## src/rtl/sci_rx_pkg.sv

```systemverilog
package sci_rx_pkg;

  typedef enum logic {
    BP_SEARCH = 1'b0,
    BP_ACTIVE = 1'b1
  } bp_state_e;

  typedef struct packed {
    logic noise;
    logic parity;
    logic frame;
  } rx_err_t;

endpackage

```

## src/rtl/sci_rx_sync.sv

```systemverilog
module sci_rx_sync #(
  parameter int   STAGES  = 2,
  parameter logic RST_VAL = 1'b1
) (
  input  logic clk,
  input  logic rst,
  input  logic din,
  output logic dout
);

  logic [STAGES-1:0] chain;

  always_ff @(posedge clk) begin
    if (rst) chain[0] <= RST_VAL;
    else     chain[0] <= din;
  end

  generate
    for (genvar g = 1; g < STAGES; g++) begin : g_stage
      always_ff @(posedge clk) begin
        if (rst) chain[g] <= RST_VAL;
        else     chain[g] <= chain[g-1];
      end
    end
  endgenerate

  assign dout = chain[STAGES-1];

endmodule

```

## src/rtl/sci_rx_bitproc.sv

```systemverilog
module sci_rx_bitproc
  import sci_rx_pkg::*;
#(
  parameter int OVS       = 16,
  parameter int SMP_FIRST = 8
) (
  input  logic clk,
  input  logic rst,
  input  logic en,
  input  logic tick,
  input  logic rxd,
  input  logic halt,
  output logic bit_vld,
  output logic bit_val,
  output logic bit_noise
);

  localparam int CW = $clog2(OVS + 1);
  localparam logic [CW-1:0] T_ONE  = CW'(1);
  localparam logic [CW-1:0] T_LAST = CW'(OVS);
  localparam logic [CW-1:0] T_S0   = CW'(SMP_FIRST);
  localparam logic [CW-1:0] T_S1   = CW'(SMP_FIRST + 1);
  localparam logic [CW-1:0] T_S2   = CW'(SMP_FIRST + 2);

  bp_state_e     state;
  logic [CW-1:0] cnt;
  logic [CW-1:0] cnt_nxt;
  logic          prev;
  logic [1:0]    smp;
  logic          vote;
  logic          split;

  assign cnt_nxt = (cnt == T_LAST) ? T_ONE : cnt + T_ONE;
  assign vote    = (smp[0] & smp[1]) | (smp[0] & rxd) | (smp[1] & rxd);
  assign split   = ~((smp[0] == smp[1]) && (smp[1] == rxd));

  always_ff @(posedge clk) begin
    if (rst || !en) begin
      state     <= BP_SEARCH;
      cnt       <= '0;
      prev      <= 1'b0;
      smp       <= '0;
      bit_vld   <= 1'b0;
      bit_val   <= 1'b0;
      bit_noise <= 1'b0;
    end else begin
      bit_vld <= 1'b0;
      if (tick) prev <= rxd;
      if (halt) begin
        state <= BP_SEARCH;
        cnt   <= '0;
      end else if (tick) begin
        case (state)
          BP_SEARCH: begin
            if (prev && !rxd) begin
              state <= BP_ACTIVE;
              cnt   <= T_ONE;
            end
          end
          BP_ACTIVE: begin
            cnt <= cnt_nxt;
            if (cnt_nxt == T_S0) smp[0] <= rxd;
            if (cnt_nxt == T_S1) smp[1] <= rxd;
            if (cnt_nxt == T_S2) begin
              bit_vld   <= 1'b1;
              bit_val   <= vote;
              bit_noise <= split;
            end
          end
          default: state <= BP_SEARCH;
        endcase
      end
    end
  end

  AST_CNT_RANGE: assert property (@(posedge clk) disable iff (rst)
    (state == BP_ACTIVE) |-> (cnt >= T_ONE && cnt <= T_LAST)) else $error("tick counter out of range");

  AST_VLD_AFTER_TICK: assert property (@(posedge clk) disable iff (rst)
    bit_vld |-> $past(tick)) else $error("bit decided without a tick");

  AST_OFF_SILENT: assert property (@(posedge clk) disable iff (rst)
    !en |=> (!bit_vld && state == BP_SEARCH)) else $error("bit processor active while disabled");

endmodule

```

## src/rtl/sci_rx_frame.sv

```systemverilog
module sci_rx_frame
  import sci_rx_pkg::*;
#(
  parameter int DATA_MAX = 9
) (
  input  logic                clk,
  input  logic                rst,
  input  logic                en,
  input  logic                nine_bit,
  input  logic                par_en,
  input  logic                par_odd,
  input  logic                bit_vld,
  input  logic                bit_val,
  input  logic                bit_noise,
  output logic                halt,
  output logic                xfer,
  output logic [DATA_MAX-1:0] xdata,
  output rx_err_t             xerr
);

  localparam int IW = $clog2(DATA_MAX + 4);
  localparam logic [IW-1:0] I_ONE   = IW'(1);
  localparam logic [IW-1:0] N_LONG  = IW'(DATA_MAX);
  localparam logic [IW-1:0] N_SHORT = IW'(DATA_MAX - 1);

  logic [IW-1:0]       idx;
  logic [IW-1:0]       ndata;
  logic [IW-1:0]       stop_idx;
  logic [DATA_MAX-1:0] sh;
  logic                nacc;
  logic                pacc;

  assign ndata    = nine_bit ? N_LONG : N_SHORT;
  assign stop_idx = ndata + {{(IW-1){1'b0}}, par_en} + I_ONE;
  assign halt     = bit_vld && (((idx == '0) && bit_val) || (idx == stop_idx));

  always_ff @(posedge clk) begin
    if (rst || !en) begin
      idx   <= '0;
      sh    <= '0;
      nacc  <= 1'b0;
      pacc  <= 1'b0;
      xfer  <= 1'b0;
      xdata <= '0;
      xerr  <= '0;
    end else begin
      xfer <= 1'b0;
      if (bit_vld) begin
        if (idx == '0) begin
          if (!bit_val) begin
            idx  <= I_ONE;
            nacc <= bit_noise;
            pacc <= par_odd;
            sh   <= '0;
          end
        end else if (idx == stop_idx) begin
          xfer        <= 1'b1;
          xdata       <= nine_bit ? sh : {1'b0, sh[DATA_MAX-1:1]};
          xerr.noise  <= nacc | bit_noise;
          xerr.parity <= par_en & pacc;
          xerr.frame  <= ~bit_val;
          idx         <= '0;
        end else if (idx <= ndata) begin
          sh   <= {bit_val, sh[DATA_MAX-1:1]};
          pacc <= pacc ^ bit_val;
          nacc <= nacc | bit_noise;
          idx  <= idx + I_ONE;
        end else begin
          pacc <= pacc ^ bit_val;
          nacc <= nacc | bit_noise;
          idx  <= idx + I_ONE;
        end
      end
    end
  end

  AST_XFER_PULSE: assert property (@(posedge clk) disable iff (rst)
    xfer |=> !xfer) else $error("transfer lasted more than one cycle");

  AST_NO_XFER_OFF: assert property (@(posedge clk) disable iff (rst)
    !en |=> !xfer) else $error("transfer while disabled");

endmodule

```

## src/rtl/sci_rx_hold.sv

```systemverilog
module sci_rx_hold
  import sci_rx_pkg::*;
#(
  parameter int DATA_MAX = 9
) (
  input  logic                clk,
  input  logic                rst,
  input  logic                xfer,
  input  logic [DATA_MAX-1:0] xdata,
  input  rx_err_t             xerr,
  input  logic                rd,
  output logic [DATA_MAX-1:0] data,
  output logic                rdy,
  output rx_err_t             err,
  output logic                ovr
);

  logic accept;

  assign accept = xfer && (!rdy || rd);

  always_ff @(posedge clk) begin
    if (rst) begin
      data <= '0;
      rdy  <= 1'b0;
      err  <= '0;
      ovr  <= 1'b0;
    end else begin
      if (accept) begin
        data <= xdata;
        err  <= xerr;
        rdy  <= 1'b1;
      end else if (rd) begin
        err  <= '0;
        rdy  <= 1'b0;
      end
      if (xfer && rdy && !rd) ovr <= 1'b1;
      else if (rd)            ovr <= 1'b0;
    end
  end

  AST_OVR_KEEPS_OLD: assert property (@(posedge clk) disable iff (rst)
    (xfer && rdy && !rd) |=> ($stable(data) && ovr && rdy)) else $error("unread data overwritten");

  AST_READ_CLEARS: assert property (@(posedge clk) disable iff (rst)
    (rd && !xfer) |=> (!rdy && !ovr && err == '0)) else $error("read did not clear");

  AST_FLAGS_AT_XFER: assert property (@(posedge clk) disable iff (rst)
    (!xfer && !rd) |=> ($stable(err) && $stable(data))) else $error("flags moved without transfer");

  AST_RDY_ON_XFER: assert property (@(posedge clk) disable iff (rst)
    (xfer && (!rdy || rd)) |=> (rdy && data == $past(xdata))) else $error("transfer did not load");

endmodule

```

## src/rtl/sci_rx_core.sv

```systemverilog
module sci_rx_core
  import sci_rx_pkg::*;
#(
  parameter int DATA_MAX   = 9,
  parameter int OVS        = 16,
  parameter int SMP_FIRST  = 8,
  parameter int SYNC_STAGES = 2
) (
  input  logic                clk,
  input  logic                rst,
  input  logic                rx_en,
  input  logic                tick,
  input  logic                rxd,
  input  logic                nine_bit,
  input  logic                par_en,
  input  logic                par_odd,
  input  logic                rd,
  output logic [DATA_MAX-1:0] rx_data,
  output logic                rdy,
  output logic                noise_flag,
  output logic                parity_flag,
  output logic                frame_flag,
  output logic                overrun
);

  logic                rxd_s;
  logic                bit_vld;
  logic                bit_val;
  logic                bit_noise;
  logic                halt;
  logic                xfer;
  logic [DATA_MAX-1:0] xdata;
  rx_err_t             xerr;
  rx_err_t             err;

  sci_rx_sync #(.STAGES(SYNC_STAGES), .RST_VAL(1'b1)) i_sync (
    .clk  (clk),
    .rst  (rst),
    .din  (rxd),
    .dout (rxd_s)
  );

  sci_rx_bitproc #(.OVS(OVS), .SMP_FIRST(SMP_FIRST)) i_bitproc (
    .clk       (clk),
    .rst       (rst),
    .en        (rx_en),
    .tick      (tick),
    .rxd       (rxd_s),
    .halt      (halt),
    .bit_vld   (bit_vld),
    .bit_val   (bit_val),
    .bit_noise (bit_noise)
  );

  sci_rx_frame #(.DATA_MAX(DATA_MAX)) i_frame (
    .clk       (clk),
    .rst       (rst),
    .en        (rx_en),
    .nine_bit  (nine_bit),
    .par_en    (par_en),
    .par_odd   (par_odd),
    .bit_vld   (bit_vld),
    .bit_val   (bit_val),
    .bit_noise (bit_noise),
    .halt      (halt),
    .xfer      (xfer),
    .xdata     (xdata),
    .xerr      (xerr)
  );

  sci_rx_hold #(.DATA_MAX(DATA_MAX)) i_hold (
    .clk   (clk),
    .rst   (rst),
    .xfer  (xfer),
    .xdata (xdata),
    .xerr  (xerr),
    .rd    (rd),
    .data  (rx_data),
    .rdy   (rdy),
    .err   (err),
    .ovr   (overrun)
  );

  assign noise_flag  = err.noise;
  assign parity_flag = err.parity;
  assign frame_flag  = err.frame;

endmodule

```

## config.mk

```make
export PLATFORM = sky130hd
export DESIGN_NAME = sci_rx_core
export DESIGN_NICKNAME = d
export VERILOG_FILES = /design/src/rtl/sci_rx_pkg.sv /design/src/rtl/sci_rx_sync.sv /design/src/rtl/sci_rx_bitproc.sv /design/src/rtl/sci_rx_frame.sv /design/src/rtl/sci_rx_hold.sv /design/src/rtl/sci_rx_core.sv
export SDC_FILE = /design/constraint.sdc
export NUM_CORES = 1
export LEC_CHECK = 0
export ABC_AREA = 1
export CAP_MARGIN = 20
export CELL_PAD_IN_SITES_DETAIL_PLACEMENT = 1
export CELL_PAD_IN_SITES_GLOBAL_PLACEMENT = 1
export CORE_ASPECT_RATIO = 0.9
export CORE_MARGIN = 1
export CORE_UTILIZATION = 47
export CTS_BUF_LIST = sky130_fd_sc_hd__clkbuf_2 sky130_fd_sc_hd__clkbuf_4 sky130_fd_sc_hd__clkbuf_8
export CTS_CLUSTER_DIAMETER = 200
export DETAILED_ROUTE_END_ITERATION = 10
export PLACE_DENSITY_LB_ADDON = 0.12
export SKIP_CTS_REPAIR_TIMING = 1
export SYNTH_ARGS = -nofsm -noshare
export SYNTH_HDL_FRONTEND = slang
export SYNTH_SLANG_ARGS = --single-unit
```

## constraint.sdc

```tcl
create_clock -name clk -period 4.2 [get_ports clk]
set_input_delay 0.63 -clock clk [delete_from_list [all_inputs] [get_ports clk]]
set_output_delay 0.63 -clock clk [all_outputs]
set_load 0.01 [all_outputs]
```

==> reports/metrics.yaml <==
vias: 2181
die_h_um: 70.9
fillers: 646
avgRoutedWirePerCell_um: 14.3
total_power_uw: 854
cp-start-kind: "primary input"
ys_seq_area_share_pct: 45.2
cp_slowest_cell: "clkdlybuf4s50_1"
syn_nets: 350
placed_cell_area_mm2: 0.00274
grt_usage_pct: 23.2
io_pins: 23
diodes: 0
cts_htree_levels: 2
syn_inst: 331
path_buf_inv: 4
ys_ff_latch: 56
crit_top_cell: "inv_1"
fp.dieW_um: 78.6
setup_violations: 0
multi_input_area_mm2: 0.00114
rrSetupSlack_ns: 2.30
slowest_delay_ns: 0.83
synth_top_area_cell: "dfxtp_1"
dp.cells: 408
fmax_mhz: 369
crit_chain: "clkdlybuf4s50_1 -> inv_1 -> ha_1 -> inv_1 -> nand2_1 -> nand2_1 -> nand3_2 -> inv_1 -> nand3_2 -> o31ai_1"
synthTopCellsByArea: "dfxtp_1 (45%), nand2_1 (9.1%), a21oi_1 (8.1%)"
async_flop_share_pct: 0
synthTopCellsByCount: "nand2_1 (60), dfxtp_1 (56), a21oi_1 (40), inv_1 (40), nor2_1 (34)"
grt_util_met1_pct: 32.4
dr.pass1.iters: 4
dieArea_mm2: 0.00557
synth_warnings: 0
grt_pass1_wl_um: 10000
period_minus_slack_ns: 2.71
finalWirelength_um: 5920
synth_edf_count: 0
avgViaCountPerCell: 5.26
final_nets: 369
final_antenna_net_count: 0
synth.top_cell.area_share_pct: 45.2
port_buffers: 22
grtUsageMet2_pct: 37.2
r2r_end: "i_frame.xdata[8]"
drc: 0
rr_worst_depth: 9
leakagePower_nw: 1.04
seq_area_mm2: 0.00112
min-delay-start: "i_sync.chain[0]"
status: "completed"
row_count: 24
avgSynthCellArea_um2: 7.49
worstSetupPathType: "in -> reg"
met3_usage_pct: 3.48
dp_hpwl_um: 4380
cts_tree: "done"
core_area_mm2: 0.00495
grt_antenna_before_repair: 0
syn_to_final_growth_pct: 13.6
cp-end-kind: "register"
drv_slew: 0
arrival_ns: 2.93
cap_violations: 0
busiest_layer: "met2"
grt_pass1_vias: 2118
clkTransAtPathRegs_ns: 0.10
first_iter_violations: 116
grt_setup_unrepaired: "false"
hold_path_end: "i_sync.dout"
grt_remaining_overflow: 0
synthesis.area_mm2: 0.00248
powerDensity_mw_per_mm2: 303
start_util_pct: 50.1
critical-path-top-delay-family: "buffers and inverters"
grt_start_max_net_pins: 22
period_share_pct: 64.6
worst_slew_pin_slew_ns: 0.572
holdCritPathClass: "reg -> reg"
ys_types: 34
synth_most_common_cell: "nand2_1"
slew_headroom_pct: 61.8
vdd_drop_max_uv: 185
cts_root_buf: "clkbuf_8"
fin_skew_ns: 0.00605
place_congestion: 0.802
path_max_fanout: 18
hold_slack_ns: 0.458
drive_above_1_share_pct: 7.14
clockBufferDepth: 2
ys.flop_type: "dfxtp_1"
clkSinkCount: 56
fin_cells: 415
whs_path_depth: 1
critPathRequiredTime_ns: 4.42
finalHoldViolations: 0
reg2reg_from: "i_frame.idx[0]"
numCtsBuffers: 5
fin_setup_tns_ns: 0
clk_latency_ns: 0.31
final_area_mm2: 0.00282
[worst register-to-register path, delay by kind of cell (launching register included)]
family	cells	cell delay (ns)
AO/OA/AOI/OAI	1	0.28
adder cells (fa/ha/maj)	1	0.20
buffers and inverters	3	0.39
flip-flops	1	0.43
AND/OR/NAND/NOR	4	0.51
[final cells by class]
cell class                 instances  share of cell area [%]
timing repair buffer              22                    7.82
sequential                        56                    39.8
tap                               65                    2.89
clock buffer                       5                    2.44
multi-input combinational        220                    40.6
inverter                          45                    6.00
clock inverter                     2                   0.444
[worst max-delay path by stage]
| stage | from | to | slack [ns] | depth (start not counted) |
|---|---|---|---|---|
| 3_5_place_dp | nine_bit | i_frame.sh[1] | 1.25 | 12 |
| 4_1_cts | nine_bit | i_frame.xdata[8] | 1.52 | 10 |
| 6_report | nine_bit | i_frame.xdata[8] | 1.49 | 10 |
| 3_3_place_gp | nine_bit | i_frame.xdata[8] | 1.33 | 10 |
| 5_1_grt | nine_bit | i_frame.xdata[7] | 1.28 | 10 |
| 2_1_floorplan | nine_bit | i_frame.sh[1] | 1.95 | 13 |
[cell families after synthesis]
group                    after synthesis  synth area share (%)
buffers and inverters                 55                  8.68
adder cells (fa/ha/maj)               10                  5.05
AND/OR/NAND/NOR                      136                  24.1
AO/OA/AOI/OAI                         71                  15.9
XOR/XNOR                               3                  1.06
flip-flops                            56                  45.2
[routing by layer]
layer,share of wire (%),vias to the layer above
met5,0,-
met1,52,1038
li1,-,1113
met2,45,25
met4,1.0,0
met3,2.6,5
[where the power goes]
| group | leakage, nW | internal, mW | switching, mW |
|---|---|---|---|
| logic | 0.548 | 0.0124 | 0.0217 |
| clock network | 0.0400 | 0.114 | 0.173 |
| registers | 0.451 | 0.532 | 0.000891 |
| total | 1.04 | 0.658 | 0.196 |
[state kept, by name (all words and copies together) (netlist names), 2 cells and up]
register       cells
i_frame.sh         9
i_bitproc.cnt      5
i_hold.data        9
i_frame.xerr       3
i_bitproc.smp      2
i_frame.xdata      9
i_hold.err         3
i_frame.idx        4
[through the flow]
stage | utilization [%] | worst slack [ns]
after global placement | 55.2 | 1.33
final | 56.8 | 1.49
after global routing | 56.8 | 1.28
after CTS | 56.8 | 1.52
after floorplan | - | 1.95
after detailed placement | 55.2 | 1.25
[placed cells by master (no fill, tap or decap), drive strengths merged, types with 3 or more instances in the layout]
cell	Yosys	routed
inv	45	45
nand3	29	29
clkdlybuf4s50	0	22
o22ai	9	9
a21oi	41	41
dfxtp	56	56
nand2	63	63
clkbuf	5	5
ha	10	10
nor2	36	36
o21ai	14	14
or2	3	3
Power figures use the tool's default switching activity.
